==> src/rtl/wf_pkg.sv <==
package wf_pkg;
  localparam logic [7:0]  POLY8  = 8'h07;
  localparam logic [15:0] POLY16 = 16'h1021;
  localparam logic [7:0]  SEED8  = 8'hFF;
  localparam logic [15:0] SEED16 = 16'hFFFF;

  // one byte into the 8-bit accumulator, least significant data bit first
  function automatic logic [7:0] crc8_step(input logic [7:0] c, input logic [7:0] d);
    logic [7:0] r;
    logic fb;
    r = c;
    for (int i = 0; i < 8; i++) begin
      fb = r[7] ^ d[i];
      r  = {r[6:0], 1'b0};
      if (fb) r = r ^ POLY8;
    end
    return r;
  endfunction

  // one byte into the 16-bit accumulator, least significant data bit first
  function automatic logic [15:0] crc16_step(input logic [15:0] c, input logic [7:0] d);
    logic [15:0] r;
    logic fb;
    r = c;
    for (int i = 0; i < 8; i++) begin
      fb = r[15] ^ d[i];
      r  = {r[14:0], 1'b0};
      if (fb) r = r ^ POLY16;
    end
    return r;
  endfunction
endpackage

==> src/rtl/wf_byte_offset.sv <==
module wf_byte_offset #(
  parameter int OFS_W = 8
) (
  input  logic             clk,
  input  logic             rst,
  input  logic             rx_valid,
  input  logic             rx_sof,
  output logic [OFS_W-1:0] cur_ofs
);
  localparam logic [OFS_W-1:0] OFS_MAX = '1;
  logic [OFS_W-1:0] cnt_q;

  assign cur_ofs = rx_sof ? '0 : cnt_q;

  always_ff @(posedge clk) begin
    if (rst) begin
      cnt_q <= '0;
    end else if (rx_valid) begin
      if (cur_ofs != OFS_MAX) cnt_q <= cur_ofs + 1'b1;
      else                    cnt_q <= OFS_MAX;
    end
  end
endmodule

==> src/rtl/wf_slot_engine.sv <==
module wf_slot_engine
  import wf_pkg::*;
#(
  parameter int OFS_W      = 8,
  parameter int NORM_START = 12,
  parameter int NORM_BYTES = 64,
  parameter int LONG_BYTES = 128
) (
  input  logic                  clk,
  input  logic                  rst,
  input  logic                  byte_en,
  input  logic                  sof,
  input  logic [7:0]            data,
  input  logic [OFS_W-1:0]      ofs,
  input  logic                  long_mode,
  input  logic                  slot_off,
  input  logic [NORM_BYTES-1:0] mask_lo,
  input  logic [NORM_BYTES-1:0] mask_hi,
  input  logic [7:0]            exp_crc,
  input  logic [7:0]            exp_aux,
  output logic                  tmpl_ok
);
  localparam int NIDX_W = $clog2(NORM_BYTES);
  localparam int LIDX_W = $clog2(LONG_BYTES);
  localparam logic [OFS_W-1:0] N_LO = OFS_W'(NORM_START);
  localparam logic [OFS_W-1:0] N_HI = OFS_W'(NORM_START + NORM_BYTES);
  localparam logic [OFS_W-1:0] L_HI = OFS_W'(LONG_BYTES);

  logic [LONG_BYTES-1:0] mask_long;
  logic [NIDX_W-1:0]     n_idx;
  logic [LIDX_W-1:0]     l_idx;
  logic                  sel;
  logic [15:0]           acc_q, base, stepped;
  logic [7:0]            last_q;

  assign mask_long = {mask_hi, mask_lo};
  assign n_idx     = NIDX_W'(ofs - N_LO);
  assign l_idx     = LIDX_W'(ofs);

  always_comb begin
    if (long_mode) sel = (ofs < L_HI) && mask_long[l_idx];
    else           sel = (ofs >= N_LO) && (ofs < N_HI) && mask_lo[n_idx];
  end

  always_comb begin
    if (sof) base = long_mode ? SEED16 : {8'h00, SEED8};
    else     base = acc_q;
    if (long_mode) stepped = crc16_step(base, data);
    else           stepped = {8'h00, crc8_step(base[7:0], data)};
  end

  always_ff @(posedge clk) begin
    if (rst) begin
      acc_q  <= SEED16;
      last_q <= '0;
    end else if (byte_en) begin
      acc_q <= sel ? stepped : base;
      if (sel)      last_q <= data;
      else if (sof) last_q <= '0;
    end
  end

  always_comb begin
    if (slot_off)       tmpl_ok = 1'b0;
    else if (long_mode) tmpl_ok = (acc_q == {exp_aux, exp_crc});
    else                tmpl_ok = (acc_q[7:0] == exp_crc) && (last_q == exp_aux);
  end
endmodule

==> src/rtl/wf_result_reg.sv <==
module wf_result_reg #(
  parameter int NUM_SLOTS = 8
) (
  input  logic                 clk,
  input  logic                 rst,
  input  logic                 rx_eof,
  input  logic                 rx_crc_ok,
  input  logic                 rx_da_ok,
  input  logic                 pme_en,
  input  logic [NUM_SLOTS-1:0] ok_vec,
  output logic [NUM_SLOTS-1:0] hit_vec,
  output logic                 hit_any
);
  logic gate;
  assign gate = rx_eof && rx_crc_ok && rx_da_ok && pme_en;

  always_ff @(posedge clk) begin
    if (rst) begin
      hit_vec <= '0;
      hit_any <= 1'b0;
    end else begin
      hit_vec <= gate ? ok_vec : '0;
      hit_any <= gate && (|ok_vec);
    end
  end
endmodule

==> src/rtl/wakeup_frame_matcher.sv <==
module wakeup_frame_matcher #(
  parameter int NUM_SLOTS  = 8,
  parameter int LONG_BASE  = 2,
  parameter int NORM_START = 12,
  parameter int NORM_BYTES = 64,
  parameter int LONG_BYTES = 128
) (
  input  logic                            clk,
  input  logic                            rst,
  input  logic                            rx_valid,
  input  logic                            rx_sof,
  input  logic [7:0]                      rx_data,
  input  logic                            rx_eof,
  input  logic                            rx_crc_ok,
  input  logic                            rx_da_ok,
  input  logic                            pme_en,
  input  logic                            long_en,
  input  logic [NUM_SLOTS*NORM_BYTES-1:0] tmpl_mask,
  input  logic [NUM_SLOTS*8-1:0]          tmpl_crc,
  input  logic [NUM_SLOTS*8-1:0]          tmpl_aux,
  output logic [NUM_SLOTS-1:0]            wake_hit_vec,
  output logic                            wake_any
);
  localparam int OFS_W = $clog2(LONG_BYTES) + 1;

  logic [OFS_W-1:0]     cur_ofs;
  logic [NUM_SLOTS-1:0] ok_vec;

  wf_byte_offset #(.OFS_W(OFS_W)) u_ofs (
    .clk(clk), .rst(rst), .rx_valid(rx_valid), .rx_sof(rx_sof), .cur_ofs(cur_ofs)
  );

  for (genvar s = 0; s < NUM_SLOTS; s++) begin : g_slot
    localparam bit IS_LEAD = (s >= LONG_BASE) && (((s - LONG_BASE) % 2) == 0)
                             && (s + 1 < NUM_SLOTS);
    localparam bit IS_TAIL = (s > LONG_BASE) && (((s - LONG_BASE) % 2) == 1);
    logic [NORM_BYTES-1:0] hi_mask;

    if (IS_LEAD) begin : g_lead
      assign hi_mask = tmpl_mask[(s+1)*NORM_BYTES +: NORM_BYTES];
    end else begin : g_solo
      assign hi_mask = '0;
    end

    wf_slot_engine #(
      .OFS_W(OFS_W), .NORM_START(NORM_START),
      .NORM_BYTES(NORM_BYTES), .LONG_BYTES(LONG_BYTES)
    ) u_eng (
      .clk       (clk),
      .rst       (rst),
      .byte_en   (rx_valid),
      .sof       (rx_sof),
      .data      (rx_data),
      .ofs       (cur_ofs),
      .long_mode (long_en && IS_LEAD),
      .slot_off  (long_en && IS_TAIL),
      .mask_lo   (tmpl_mask[s*NORM_BYTES +: NORM_BYTES]),
      .mask_hi   (hi_mask),
      .exp_crc   (tmpl_crc[s*8 +: 8]),
      .exp_aux   (tmpl_aux[s*8 +: 8]),
      .tmpl_ok   (ok_vec[s])
    );
  end

  wf_result_reg #(.NUM_SLOTS(NUM_SLOTS)) u_res (
    .clk(clk), .rst(rst), .rx_eof(rx_eof), .rx_crc_ok(rx_crc_ok),
    .rx_da_ok(rx_da_ok), .pme_en(pme_en), .ok_vec(ok_vec),
    .hit_vec(wake_hit_vec), .hit_any(wake_any)
  );
endmodule

==> config.mk <==
export PLATFORM = sky130hd
export DESIGN_NAME = wakeup_frame_matcher
export DESIGN_NICKNAME = d
export VERILOG_FILES = /design/src/rtl/wf_pkg.sv /design/src/rtl/wf_byte_offset.sv /design/src/rtl/wf_slot_engine.sv /design/src/rtl/wf_result_reg.sv /design/src/rtl/wakeup_frame_matcher.sv
export SDC_FILE = /design/constraint.sdc
export NUM_CORES = 1
export LEC_CHECK = 0
export CAP_MARGIN = 40
export CELL_PAD_IN_SITES_DETAIL_PLACEMENT = 2
export CELL_PAD_IN_SITES_GLOBAL_PLACEMENT = 2
export CORE_ASPECT_RATIO = 1.4
export CORE_MARGIN = 1.5
export CORE_UTILIZATION = 26
export CTS_CLUSTER_DIAMETER = 80
export DETAILED_ROUTE_END_ITERATION = 8
export PLACE_DENSITY = 0.94
export SYNTH_ARGS = -nofsm -noshare
export SYNTH_HDL_FRONTEND = slang
export SYNTH_SLANG_ARGS = --single-unit
==> constraint.sdc <==
create_clock -name clk -period 6 [get_ports clk]
set_input_delay 1.2 -clock clk [delete_from_list [all_inputs] [get_ports clk]]
set_output_delay 1.2 -clock clk [all_outputs]
set_load 0.005 [all_outputs]
After elaboration in Yosys (flattened, before gate mapping)

Cells that the tools add are included.

$add $sub $neg: 2
Order comparisons: 5
Equal/unequal tests: 20
Multiplexer cells: 192
Bitwise logic cells: 177
Reductions and logical operators: 42

Operators by type and width:

| cell                  | count |
|---|---|
| $mux W16              | 31 |
| $mux W8               | 42 |
| $mux W13              | 24 |
| $not A3 Y3            | 88 |
| $mux W3               | 64 |
| $eq A8 B8 Y1          | 16 |
| $xor A1 B1 Y1         | 88 |
| $bmux W1 S6           | 8 |
| $eq A16 B16 Y1        | 3 |
| $logic_and A1 B1 Y1   | 24 |
| $bmux W1 S7           | 3 |
| $mux W1               | 20 |
| $reduce_and A2 Y1     | 8 |
| $reduce_bool A2 Y1    | 8 |
| $add A8 B1 Y8 const B | 1 |
| $ge A8 B4 Y1 const B  | 1 |
| $lt A7 B8 Y1 const B  | 1 |
| $lt A8 B7 Y1 const B  | 1 |
| $lt A8 B8 Y1 const B  | 1 |
| $ne A8 B8 Y1 const B  | 1 |
| $reduce_or A8 Y1      | 1 |
| $lt A6 B7 Y1 const B  | 1 |
| $sub A6 B4 Y6 const B | 1 |
| $reduce_or A2 Y1      | 1 |
| $not A1 Y1            | 1 |

Register bits: 169
Bits of input ports: 657
Output and inout port bits: 9

Longest topological paths before layout

Depth after elaboration: 27
Gate-level depth with buffers: 20

Modules after synthesis

Synthesis repeated with hierarchy kept, for this count alone.

Cells, all modules: 2,864
Area total of the unflattened synthesis: 28,059.4 um^2

Modules (own cells, without submodules):

| module                                | times used | cells an instance | area each (um^2) | seq. area each (um^2) |
|---|---|---|---|---|
| wf_slot_engine at g_slot[0].u_eng ... | 7          | 341               | 3,383.2          | 480.5 |
| wf_slot_engine at g_slot[7].u_eng     | 1          | 392               | 3,567.2          | 480.5 |
| wf_byte_offset                        | 1          | 62                | 516.7            | 160.2 |
| wf_result_reg                         | 1          | 22                | 289.0            | 180.2 |
| wakeup_frame_matcher                  | 1          | 1                 | 3.8              | 0.0 |

Least setup slack after synthesis

No wires, ideal clock.

Path type: input -> register
From: input port rx_sof
To: register g_slot[7].u_eng.acc_q[1]
Library setup time: 117 ps
Arrival: 4,894 ps
Data required time: 5,883 ps
Setup slack: 989 ps
Stages: 17
Path buffers: 8
Cell sequence: buf_2 -> or2b_4 -> inv_2 -> buf_4 -> buf_4 -> buf_4 -> buf_2 -> ha_1 -> clkbuf_1 -> xnor2_2 -> buf_2 -> mux4_2 -> a221o_1 -> o21a_1 -> or2_0 -> buf_2 -> o22a_1

Word-level cells in the longest chain between the ends: 8
Elaborated cells between the ends (all ways): 21
Classes of those cells: 1 x add/sub; 2 x order compare; 9 x mux; 7 x bitwise; 2 x reduce/logical

Ends and longest elaborated chain:

| item                                                                  | line                       | source |
|---|---|---|
| from (decl)                                                           | wakeup_frame_matcher.sv:11 | `input logic rx_sof,` |
| parallel branches: the longest is 7 deep, another holds $sub A6 B4 Y6 | -                          |  |
| $mux W8 (*)                                                           | wf_slot_engine.sv:57       | `acc_q <= sel ? stepped : base;` |
| to (signal assigned)                                                  | wf_slot_engine.sv:57       |  |
| to (decl)                                                             | wf_slot_engine.sv:33       | `logic [15:0] acc_q, base, stepped;` |

Mark *: on every way between the ends. The select of a mux whose other input is x is not followed.
A chain may end at the register's enable or synchronous reset.

Worst setup path after layout

From: register u_ofs.cnt_q[0]
To: register g_slot[2].u_eng.last_q[6]

Word-level cells in the longest chain between the ends: 8
Elaborated cells between the ends (all ways): 16
Classes of those cells: 1 x add/sub; 3 x order compare; 7 x mux; 5 x reduce/logical

Ends and longest elaborated chain:

| item                                | line                 | source |
|---|---|---|
| from (decl)                         | wf_byte_offset.sv:11 | `logic [OFS_W-1:0] cnt_q;` |
| from (signal assigned)              | wf_byte_offset.sv:19 | `if (cur_ofs != OFS_MAX) cnt_q <= cur_ofs + 1'b1;` |
| $mux W8 (*)                         | wf_byte_offset.sv:13 | `assign cur_ofs = rx_sof ? '0 : cnt_q;` |
| $sub A6 B4 Y6                       | wf_slot_engine.sv:37 | `assign n_idx = NIDX_W'(ofs - N_LO);` |
| $bmux W1 S6                         | wf_slot_engine.sv:42 | `else sel = (ofs >= N_LO) && (ofs < N_HI) && mask_lo[n_idx];` |
| $mux W1 (implied by the code)       | wf_slot_engine.sv:42 |  |
| $logic_and A1 B1 Y1                 | wf_slot_engine.sv:42 |  |
| $mux W1 (*)                         | wf_slot_engine.sv:41 | `if (long_mode) sel = (ofs < L_HI) && mask_long[l_idx];` |
| $reduce_bool A2 Y1 (no source line) | -                    |  |
| $reduce_and A2 Y1 (no source line)  | -                    |  |
| to (signal assigned)                | wf_slot_engine.sv:58 | `if (sel) last_q <= data;` |
| to (decl)                           | wf_slot_engine.sv:34 | `logic [7:0] last_q;` |

Every way passes the cells marked *; elsewhere a longest branch is shown, timed or not. The select of a mux whose other input is x is not followed.

==> impl_metrics.env <==
export IMPL_synthDistinctLibCells=89
export IMPL_grt_use_total=0.344
export IMPL_min_delay_start="g_slot[5].u_eng.last_q[1]"
export IMPL_utilization=0.380
export IMPL_grt_max_degree=86
export IMPL_yosysSeqAreaShare=0.182
export IMPL_rsz0062_at_grt="false"
export IMPL_io_pins=666
export IMPL_htree_levels=4
export IMPL_layout_min_cycle_time_ns=5.06
export IMPL_clk_pin_slew_worst_paths_ns=0.08
export IMPL_cts_num_sinks=169
export IMPL_slew_headroom=0.323
export IMPL_dp_hpwl_mm=101
export IMPL_ant_nets=0
export IMPL_setup_worst_path_start="u_ofs.cnt_q[0]"
export IMPL_wirelength_mm=131
export IMPL_grt_pass1_vias=24900
export IMPL_die_x_um=229
export IMPL_drt_vias_per_instance=5.98
export IMPL_crit_type="flop to flop"
export IMPL_drc=0
export IMPL_syn_inst=2202
export IMPL_numCtsBuffers=17
export IMPL_dr_pass1_iters=6
export IMPL_r2r_start="u_ofs.cnt_q[0]"
export IMPL_drt_iter0_drc=1650
export IMPL_gp_congestion=0.956
export IMPL_r2r_end="g_slot[2].u_eng.last_q[6]"
export IMPL_max_freq_mhz=198
export IMPL_yosys_register_bits=169
export IMPL_layoutNonFillerInstCount=3728
export IMPL_slew_violations=0
export IMPL_critPathCaptureType="flop"
export IMPL_status="complete, no violations"
export IMPL_yosys_warnings=0
export IMPL_die_h_um=319
export IMPL_clkLatencyLatePin_ns=0.48
export IMPL_cp_start_kind="flop"
export IMPL_critical_path_max_stage_delay_ns=0.77
export IMPL_multi_input_area_um2=14100
export IMPL_area_growth_pct=44.3
export IMPL_regArea_um2=3390
export IMPL_antenna_found_initial=32
export IMPL_min_path_type="flop to flop"
export IMPL_cts_setup_buffers=0
export IMPL_synth_nets=2861
export IMPL_initial_utilization=0.264
export IMPL_yosysMostFrequentCell="xnor2_1"
export IMPL_total_leakage_power_nw=9.02
export IMPL_max_cap_violations=0
export IMPL_portBuffers=665
export IMPL_critPathArrivalTime_ns=5.45
export IMPL_powerDensity_nw_per_um2=174
export IMPL_nets=3417
export IMPL_synth_edf_count=0
export IMPL_final_hold_violation_count=0
export IMPL_ir_worst_vdd_mv=0.233
export IMPL_ctsResizeCount=0
export IMPL_coreArea_um2=70400
export IMPL_r2r_setup_slack_ns=0.94
export IMPL_cts_hold_buf=0
export IMPL_dp_cells=3673
export IMPL_endpoint="g_slot[2].u_eng.last_q[6]"
export IMPL_holdWs_ns=0.490
export IMPL_syn_cell_area_um2=18500
export IMPL_yosys_area_top_type="dfxtp_1"
export IMPL_finClkSkew_ns=0.0127
export IMPL_place_area_um2=26100
export IMPL_synth_area_leaders="dfxtp_1 18%, xnor2_1 13%, mux4_2 12%"
export IMPL_dieArea_um2=72900
export IMPL_required_ns=6.39
export IMPL_num_vias=22300
export IMPL_cpMaxStageDelayCell="dfxtp_4"
export IMPL_path_cells="nor2b_4 > inv_2 > a211o_1 > a21oi_1 > o21ai_0 > o2111ai_1 > o311ai_2 > o41ai_1 > nor2b_1 > o2bb2ai_1"
export IMPL_grt_overflow_total=0
export IMPL_avgSynthCellArea_um2=8.42
export IMPL_tritoncts="built"
export IMPL_worst_slew_pin_slew_ns=1.01
export IMPL_rows=115
export IMPL_period_share=0.843
export IMPL_finalSetupTns_ns=0
export IMPL_num_fill_cells=7676
export IMPL_yosysTopAreaCellShare=0.182
export IMPL_grt_pass1_wl_mm=182
export IMPL_synthArstFlopShare=0
export IMPL_setup_violations=0
export IMPL_reg2regPathDepth=10
export IMPL_cts_buffer_depth=2
export IMPL_synth_main_ff_cell="dfxtp_1"
export IMPL_synth_commonest_cells="285 x xnor2_1, 178 x nor2_1, 169 x dfxtp_1"
export IMPL_stdcell_area_um2=26800
export IMPL_drive_gt1_frac=0.106
export IMPL_wl_per_cell_um=35.0
export IMPL_root_buffer="clkbuf_16"
export IMPL_crit_fanout=43
## per-stage QoR
| stage | power, mW | setup slack [ns] |
|---|---|---|
| 2_1_floorplan | 2.37 | 0.989 |
| 3_3_place_gp | 3.30 | 0.785 |
| 3_5_place_dp | 3.40 | 0.574 |
| 4_1_cts | 4.60 | 1.01 |
| 5_1_grt | 4.78 | 0.724 |
| 6_report | 4.66 | 0.944 |
## cells in the final DEF, fill, tap and decap left out, types with 17 or more instances in the layout
cell	instances
a211oi_1	31
a21oi_1	105
a2bb2oi_1	19
a311oi_1	25
a31oi_1	23
buf_4	73
clkbuf_16	17
clkdlybuf4s50_1	661
dfxtp_1	166
diode_2	21
inv_1	31
mux2_2	31
mux2i_1	102
mux4_2	95
nand2_1	152
nand2b_1	24
nand3_1	75
nand4_1	26
nor2_1	176
nor3_1	31
nor4_1	24
o211ai_1	24
o21ai_0	77
o22a_1	19
o22ai_1	26
o2bb2ai_1	35
xnor2_1	284
xor2_1	124
## per-layer routing
metal	GRT usage	up-vias	wire [um]
met5	0	-	110
li1	-	9279	-
met4	0.220	18	9410
met1	0.364	11300	45700
met2	0.620	1321	65900
met3	0.0699	402	9430
## cells by family (layout without fill, tap and decap cells)
family	after synthesis	count (layout)	share of synthesized area
compound gates	566	566	0.222
xor+xnor	411	411	0.195
fa+ha+maj	2	2	0.00135
buf+inv	247	816	0.0624
flops	169	169	0.182
mux	229	229	0.190
other cells	0	21	0
simple gates	578	578	0.146
## report_power, final
part	internal [mW]	total, mW	switching [mW]	leakage, nW
combinational	1.03	2.17	1.15	7.35
sequential	1.17	1.29	0.122	1.38
clock	0.570	1.19	0.618	0.285
total	2.77	4.66	1.89	9.02
## worst min path at each step
stage                     cells after the start                   endpoint
after CTS                                     2  g_slot[5].u_eng.last_q[0]
after global placement                        2  g_slot[5].u_eng.last_q[4]
after global routing                          1  g_slot[6].u_eng.last_q[4]
after floorplan                               2  g_slot[5].u_eng.last_q[0]
after detailed placement                      2  g_slot[5].u_eng.last_q[7]
final                                         2  g_slot[5].u_eng.last_q[1]
## state kept, by name (all words and copies together) (netlist names)
register,flops
u_ofs.cnt_q,8
g_slot.u_eng.last_q,64
g_slot.u_eng.acc_q,88
u_res.hit_any,1
u_res.hit_vec,8
## cell type report
class / instances / share of cell area
antenna: 21 / 0.00196
clock buffer: 18 / 0.0164
clock inverter: 14 / 0.00580
inverter: 36 / 0.00519
multi-input combinational: 1786 / 0.526
sequential: 169 / 0.127
tap: 936 / 0.0438
timing repair buffer: 748 / 0.275
## worst max-delay path: cells and delay by family, from the launching register on
family                 cells  cell delay (ns)
AOI/OAI and AO/OA          7             2.37
and+or+nand+nor            2             1.33
DFF                        1             0.77
buffers and inverters      1             0.46
Power figures use the tool's default switching activity.
